--- src/rtl/timer64_pkg.sv ---
`timescale 1ns/1ps
package timer64_pkg;

    localparam int unsigned ADDR_W = 8;

    // Register offsets; the high word of each pair sits 4 bytes above the low word.
    localparam logic [ADDR_W-1:0] OFS_CTRL  = 8'h68;
    localparam logic [ADDR_W-1:0] OFS_LIVE  = 8'h6C;
    localparam logic [ADDR_W-1:0] OFS_PRELD = 8'h74;
    localparam logic [ADDR_W-1:0] OFS_SNAP  = 8'h7C;

    // Control word field positions.
    localparam int unsigned SNAP_BIT  = 0;
    localparam int unsigned LOAD_BIT  = 1;
    localparam int unsigned PRESC_LSB = 16;

    typedef enum logic [1:0] {
        CMD_NONE = 2'd0,
        CMD_SNAP = 2'd1,
        CMD_LOAD = 2'd2
    } cmd_e;

    typedef enum logic {
        PH_ACCUM = 1'b0,
        PH_FIRE  = 1'b1
    } phase_e;

endpackage

--- src/rtl/timer64_prescaler.sv ---
`timescale 1ns/1ps
module timer64_prescaler
    import timer64_pkg::*;
#(
    parameter int unsigned PRESC_W = 16
) (
    input  logic               clk,
    input  logic               rst_n,
    input  logic [PRESC_W-1:0] presc,
    input  logic               restart,
    output logic               tick
);

    logic [PRESC_W-1:0] phase_q;
    phase_e             phase_st;

    // Firing once the phase has reached the divider; >= keeps a shrinking
    // divider from waiting out a full wrap of the phase counter.
    always_comb begin
        phase_st = (phase_q >= presc) ? PH_FIRE : PH_ACCUM;
    end

    always_comb begin
        unique case (phase_st)
            PH_FIRE:  tick = 1'b1;
            PH_ACCUM: tick = 1'b0;
            default:  tick = 1'b0;
        endcase
    end

    always_ff @(posedge clk or negedge rst_n) begin
        if (!rst_n) begin
            phase_q <= '0;
        end else if (restart) begin
            phase_q <= '0;
        end else begin
            unique case (phase_st)
                PH_FIRE:  phase_q <= '0;
                PH_ACCUM: phase_q <= phase_q + PRESC_W'(1);
                default:  phase_q <= '0;
            endcase
        end
    end

endmodule

--- src/rtl/timer64_counter.sv ---
`timescale 1ns/1ps
module timer64_counter #(
    parameter int unsigned CNT_W = 64
) (
    input  logic             clk,
    input  logic             rst_n,
    input  logic             tick,
    input  logic             load_en,
    input  logic [CNT_W-1:0] load_val,
    input  logic             snap_en,
    output logic [CNT_W-1:0] count,
    output logic [CNT_W-1:0] latched
);

    logic [CNT_W-1:0] count_q;
    logic [CNT_W-1:0] latched_q;
    logic [CNT_W-1:0] count_d;

    always_comb begin
        if (load_en) begin
            count_d = load_val;
        end else if (tick) begin
            count_d = count_q + CNT_W'(1);
        end else begin
            count_d = count_q;
        end
    end

    always_ff @(posedge clk or negedge rst_n) begin
        if (!rst_n) begin
            count_q <= '0;
        end else begin
            count_q <= count_d;
        end
    end

    // Capture the pre-update count: all bits in one edge.
    always_ff @(posedge clk or negedge rst_n) begin
        if (!rst_n) begin
            latched_q <= '0;
        end else if (snap_en) begin
            latched_q <= count_q;
        end
    end

    assign count   = count_q;
    assign latched = latched_q;

endmodule

--- src/rtl/timer64_regs.sv ---
`timescale 1ns/1ps
module timer64_regs
    import timer64_pkg::*;
#(
    parameter int unsigned DATA_W  = 32,
    parameter int unsigned CNT_W   = 64,
    parameter int unsigned PRESC_W = 16
) (
    input  logic               clk,
    input  logic               rst_n,
    input  logic               wr,
    input  logic [ADDR_W-1:0]  addr,
    input  logic [DATA_W-1:0]  wdata,
    input  logic [CNT_W-1:0]   count,
    input  logic [CNT_W-1:0]   latched,
    output logic [PRESC_W-1:0] presc,
    output logic [CNT_W-1:0]   preload,
    output cmd_e               cmd,
    output logic [DATA_W-1:0]  rdata
);

    localparam int unsigned NWORDS = CNT_W / DATA_W;
    localparam int unsigned WSTEP  = DATA_W / 8;

    logic               ctrl_wr;
    logic [PRESC_W-1:0] presc_q;
    logic [DATA_W-1:0]  preload_q [NWORDS];

    assign ctrl_wr = wr && (addr == OFS_CTRL);

    // Command decode: one cycle per write, NONE otherwise.
    always_comb begin
        cmd = CMD_NONE;
        if (ctrl_wr) begin
            unique case ({wdata[LOAD_BIT], wdata[SNAP_BIT]})
                2'b01:   cmd = CMD_SNAP;
                2'b11:   cmd = CMD_LOAD;
                default: cmd = CMD_NONE;
            endcase
        end
    end

    always_ff @(posedge clk or negedge rst_n) begin
        if (!rst_n) begin
            presc_q <= '0;
        end else if (ctrl_wr) begin
            presc_q <= wdata[PRESC_LSB +: PRESC_W];
        end
    end

    generate
        for (genvar gi = 0; gi < NWORDS; gi++) begin : g_preload
            localparam logic [ADDR_W-1:0] WADDR = OFS_PRELD + ADDR_W'(WSTEP * gi);
            always_ff @(posedge clk or negedge rst_n) begin
                if (!rst_n) begin
                    preload_q[gi] <= '0;
                end else if (wr && (addr == WADDR)) begin
                    preload_q[gi] <= wdata;
                end
            end
            assign preload[gi*DATA_W +: DATA_W] = preload_q[gi];
        end
    endgenerate

    // Read mux; strobe bits of the control word are never stored.
    always_comb begin
        rdata = '0;
        if (addr == OFS_CTRL) begin
            rdata[PRESC_LSB +: PRESC_W] = presc_q;
        end
        for (int w = 0; w < NWORDS; w++) begin
            if (addr == OFS_LIVE + ADDR_W'(WSTEP * w)) begin
                rdata = count[w*DATA_W +: DATA_W];
            end
            if (addr == OFS_PRELD + ADDR_W'(WSTEP * w)) begin
                rdata = preload_q[w];
            end
            if (addr == OFS_SNAP + ADDR_W'(WSTEP * w)) begin
                rdata = latched[w*DATA_W +: DATA_W];
            end
        end
    end

    assign presc = presc_q;

endmodule

--- src/rtl/timer64_snap.sv ---
`timescale 1ns/1ps
module timer64_snap
    import timer64_pkg::*;
#(
    parameter int unsigned DATA_W  = 32,
    parameter int unsigned PRESC_W = 16,
    parameter int unsigned CNT_W   = 2 * DATA_W
) (
    input  logic              clk,
    input  logic              rst_n,
    input  logic              bus_wr,
    input  logic [ADDR_W-1:0] bus_addr,
    input  logic [DATA_W-1:0] bus_wdata,
    output logic [DATA_W-1:0] bus_rdata
);

    logic [PRESC_W-1:0] presc_w;
    logic [CNT_W-1:0]   preload_w;
    logic [CNT_W-1:0]   count_w;
    logic [CNT_W-1:0]   latched_w;
    cmd_e               cmd_w;
    logic               tick_w;
    logic               load_en;
    logic               snap_en;

    assign load_en = (cmd_w == CMD_LOAD);
    assign snap_en = (cmd_w == CMD_SNAP);

    timer64_regs #(
        .DATA_W  (DATA_W),
        .CNT_W   (CNT_W),
        .PRESC_W (PRESC_W)
    ) u_regs (
        .clk     (clk),
        .rst_n   (rst_n),
        .wr      (bus_wr),
        .addr    (bus_addr),
        .wdata   (bus_wdata),
        .count   (count_w),
        .latched (latched_w),
        .presc   (presc_w),
        .preload (preload_w),
        .cmd     (cmd_w),
        .rdata   (bus_rdata)
    );

    timer64_prescaler #(
        .PRESC_W (PRESC_W)
    ) u_presc (
        .clk     (clk),
        .rst_n   (rst_n),
        .presc   (presc_w),
        .restart (load_en),
        .tick    (tick_w)
    );

    timer64_counter #(
        .CNT_W (CNT_W)
    ) u_cnt (
        .clk      (clk),
        .rst_n    (rst_n),
        .tick     (tick_w),
        .load_en  (load_en),
        .load_val (preload_w),
        .snap_en  (snap_en),
        .count    (count_w),
        .latched  (latched_w)
    );

endmodule

--- config.mk ---
export PLATFORM = sky130hd
export DESIGN_NAME = timer64_snap
export DESIGN_NICKNAME = d
export VERILOG_FILES = /design/src/rtl/timer64_pkg.sv /design/src/rtl/timer64_prescaler.sv /design/src/rtl/timer64_counter.sv /design/src/rtl/timer64_regs.sv /design/src/rtl/timer64_snap.sv
export SDC_FILE = /design/constraint.sdc
export NUM_CORES = 1
export LEC_CHECK = 0
export BUFFER_PORTS_ARGS = -buffer_cell sky130_fd_sc_hd__buf_2
export CORE_ASPECT_RATIO = 2
export CORE_MARGIN = 4
export CORE_UTILIZATION = 60
export CTS_CLUSTER_DIAMETER = 30
export DETAILED_ROUTE_END_ITERATION = 10
export GPL_TIMING_DRIVEN = 0
export PLACE_DENSITY = 0.88
export REMOVE_ABC_BUFFERS = 1
export SLEW_MARGIN = 25
export SYNTH_ARGS = -nofsm -noshare
export SYNTH_HDL_FRONTEND = slang
export SYNTH_SLANG_ARGS = --single-unit
--- constraint.sdc ---
create_clock -name clk -period 7.5 [get_ports clk]
set_input_delay 1.5 -clock clk [delete_from_list [all_inputs] [get_ports clk]]
set_output_delay 1.5 -clock clk [all_outputs]
set_load 0.05 [all_outputs]
==> results.cfg <==
[synth]
synth_cells = 1201
async_flop_share_pct = 100.0
synthesis.area_um2 = 11800
yosys_register_bits = 224
yosys_warnings = 0
synth_edf_count = 0
synth_ff_type = dfrtp_1
ys_seq_area_share_pct = 47.51
synth_cell_types = 53
avgSynthCellArea_um2 = 9.824

[sta]
finalSetupViolations = 0
tightestPinTransition_ps = 1077
timing.hold.ws_ps = 495.1
rsz0062_at_grt = false
worst_clock_skew_ps = 12.62
max_freq_mhz = 135.5
finalCritPeriodShare_pct = 98.42
maxSlewViolCount = 0
finalCriticalPeriod_ps = 7381
hold_violations = 0
relSlewSlack_pct = 27.42

[setup_path]
cp-start-kind = input pin
crit_path_end_kind = output pin
r2r_start = u_cnt.count[9]
critPathSlowestCell = nor4_2
crit_path_max_fanout = 25
reg2reg_slack_ps = 3510
critPathTopFamily = simple AND/OR/NAND/NOR gates
path_cells = buf_2 > nor3_1 > nand2b_1 > nor4_2 > buf_2 > buf_2 > buf_2 > nand2_1 > a31oi_1 > buf_2
critical_path_depth = 10
cpMostUsedCell = buf_2
required_ps = 6000
worstPathArrival_ps = 5880
regToRegEndpoint = u_cnt.count[63]
path_class = input pin to output pin
cp_slowest_stage_delay_ps = 960
crit_end = bus_rdata[28]
critPathBufInv = 5
reg2regPathDepth = 7
startpoint = bus_addr[2]

[clock_tree]
clock_latency_ps = 580
cts_buffer_depth = 3
htreeDepth = 1
postCtsHoldBufs = 0
clock-sinks = 224
cts_setup_buffers = 0
cts_buffers = 30
cts.clk_slew.worst_paths_ps = 60
cts_tree = done
clock-root-buffer = clkbuf_16
post_cts_resized = 0

[die]
die_y_um = 206.3
ios = 75
rows = 72
die_w_um = 107.2
dieArea_um2 = 22110
design.core.area_um2 = 19370
initial_core_util_pct = 60.92

[layout]
regArea_um2 = 5605
drive_gt1_share_pct = 23.67
antennaDiodeCount = 0
fin_nets = 1313
nFillCells = 1244
design_area_um2 = 13720
fin_cells = 1535
area_growth_pct = 16.30
multiInputGateArea_um2 = 5911

[placed_design]
dpl-instance-area_um2 = 12600
place.gp.congestion = 0.9344
dp.final_hpwl_um = 23490
placed_cells_incl_taps = 1478
io_buffers = 74

[grt]
gr-total-overflow = 0
grt_use_total_pct = 36.18
grt_max_degree = 92
grt_pass1_wl_um = 60800
antenna_found_initial = 0
grt_pass1_vias = 11295

[power_and_ir_drop]
ir_worst_vdd_uv = 187.4
power_density_nw_per_um2 = 233.1
p_leak_nw = 6.277

[hold_path]
min_path_type = flip-flop to flip-flop

[detailed_routing]
drt_wl_total_um = 39210
first_pass_iters = 8
via_per_inst = 6.986
wl_per_cell_um = 25.55
ant_nets = 0
drc = 0
drt_iter0_markers = 1465
vias = 10723

[run_status]
outcome = finished, final reports clean

[flow_run]
maxCapViolations = 0
==> flip-flops by register name, summed over array words and instances, names as in the netlist <==
register,cells
u_regs.preload,64
u_presc.phase_q,16
u_regs.presc,16
u_cnt.count,64
u_cnt.latched,64
==> placed cells by master (no fill, tap or decap), types with 20 or more instances in the layout <==
cell and count:
clkbuf_16 31, nand4_1 35, mux2_2 124, dfrtp_1 224
nand2_1 174, inv_1 25, o21ai_1 20, nand3_1 36
xnor2_1 23, a21oi_1 59, a31oi_1 24, xor2_1 41
buf_2 78, nor2_1 65, o21ai_0 102
==> stage by stage <==
stage                     power, W  util [%]  setup WS (ps)  setup TNS [ps]
after floorplan           0.001492         -          554.6               0
after global placement    0.001601     63.00          -3257         -115080
after detailed placement  0.001625     65.04          488.2               0
after CTS                 0.003168     70.68          453.7               0
after global routing      0.003274     70.85          55.76               0
final                     0.003198     70.85          118.6               0
==> routing by layer <==
metal / global-route usage (%) / share of wire (%)
met1: 38.80 / 32
met2: 57.84 / 48
met3: 9.722 / 10
met4: 31.87 / 10
met5: 0 / 0
==> power by group <==
group | switching [W] | internal (W)
registers | 0.0000614 | 0.00127
clock network | 0.000601 | 0.000970
logic | 0.000193 | 0.000107
==> worst min-delay path by stage <==
| stage | start | endpoint | slack (ps) | cells after the start |
|---|---|---|---|---|
| finish | u_cnt.latched[7] | u_cnt.latched[7] | 500 | 1 |
| global route | u_cnt.latched[19] | u_cnt.latched[19] | 520 | 1 |
| CTS | u_cnt.latched[7] | u_cnt.latched[7] | 490 | 1 |
| detailed placement | u_cnt.latched[22] | u_cnt.latched[22] | 480 | 1 |
| global placement | u_cnt.latched[7] | u_cnt.latched[7] | 460 | 1 |
| floorplan | u_cnt.latched[22] | u_cnt.latched[22] | 450 | 1 |
==> cell type report <==
type	count	area share, %
Multi-Input combinational cell	879	43.07
Timing Repair Buffer	92	5.061
Inverter	25	0.6839
Clock inverter	18	1.906
Clock buffer	38	6.064
Tap cell	259	2.362
Sequential cell	224	40.85
==> cells by family (layout without fill, tap and decap cells) <==
kind of cell | Yosys count | after routing | share of synthesized area, %
buffers and inverters | 98 | 173 | 3.266
adders and majority gates | 18 | 18 | 1.909
muxes | 150 | 150 | 14.42
xor gates and xnor gates | 64 | 64 | 4.751
AOI/OAI and AO/OA | 255 | 255 | 12.41
DFF | 224 | 224 | 47.51
and+or+nand+nor | 392 | 392 | 15.74
==> synthesized netlist by cell type, types with 2 or more instances <==
cell type | number | area, um2
dfrtp_1 | 224 | 5605
a211oi_1 | 2 | 15.01
nand2_1 | 176 | 660.6
a32oi_1 | 3 | 26.28
a21oi_1 | 60 | 300.3
o211ai_1 | 5 | 37.54
mux2i_1 | 17 | 170.2
and2_1 | 3 | 18.77
nor3_1 | 8 | 40.04
o211a_1 | 2 | 20.02
or4_1 | 4 | 30.03
xor2_1 | 41 | 359.1
nand4_1 | 35 | 219.0
or3_1 | 8 | 50.05
buf_1 | 10 | 37.54
a31oi_1 | 24 | 150.1
o21ai_0 | 102 | 510.5
o22a_1 | 13 | 113.9
o22ai_1 | 16 | 100.1
and4_1 | 9 | 78.83
xnor2_1 | 23 | 201.4
mux2_1 | 6 | 67.56
nor4_1 | 6 | 37.54
mux2_2 | 124 | 1396
ha_1 | 18 | 225.2
o21ai_1 | 20 | 100.1
buf_2 | 11 | 55.05
a2111oi_2 | 2 | 30.03
and3_1 | 22 | 137.6
nor2_1 | 66 | 247.7
and3_2 | 3 | 22.52
nand2b_1 | 3 | 18.77
mux4_2 | 3 | 67.56
nand3_1 | 39 | 195.2
clkbuf_1 | 51 | 191.4
inv_1 | 25 | 93.84
==> worst reg2reg max path, cell delays in order, from the launching register on <==
cell       delay, ps
dfrtp_1          490
nand3_1          210
nor4_4           590
nand4_1          270
a2111oi_2        900
nand2_1          690
or4_1            680
nand3_1          100
No activity file was read; power rests on OpenSTA's default activity.
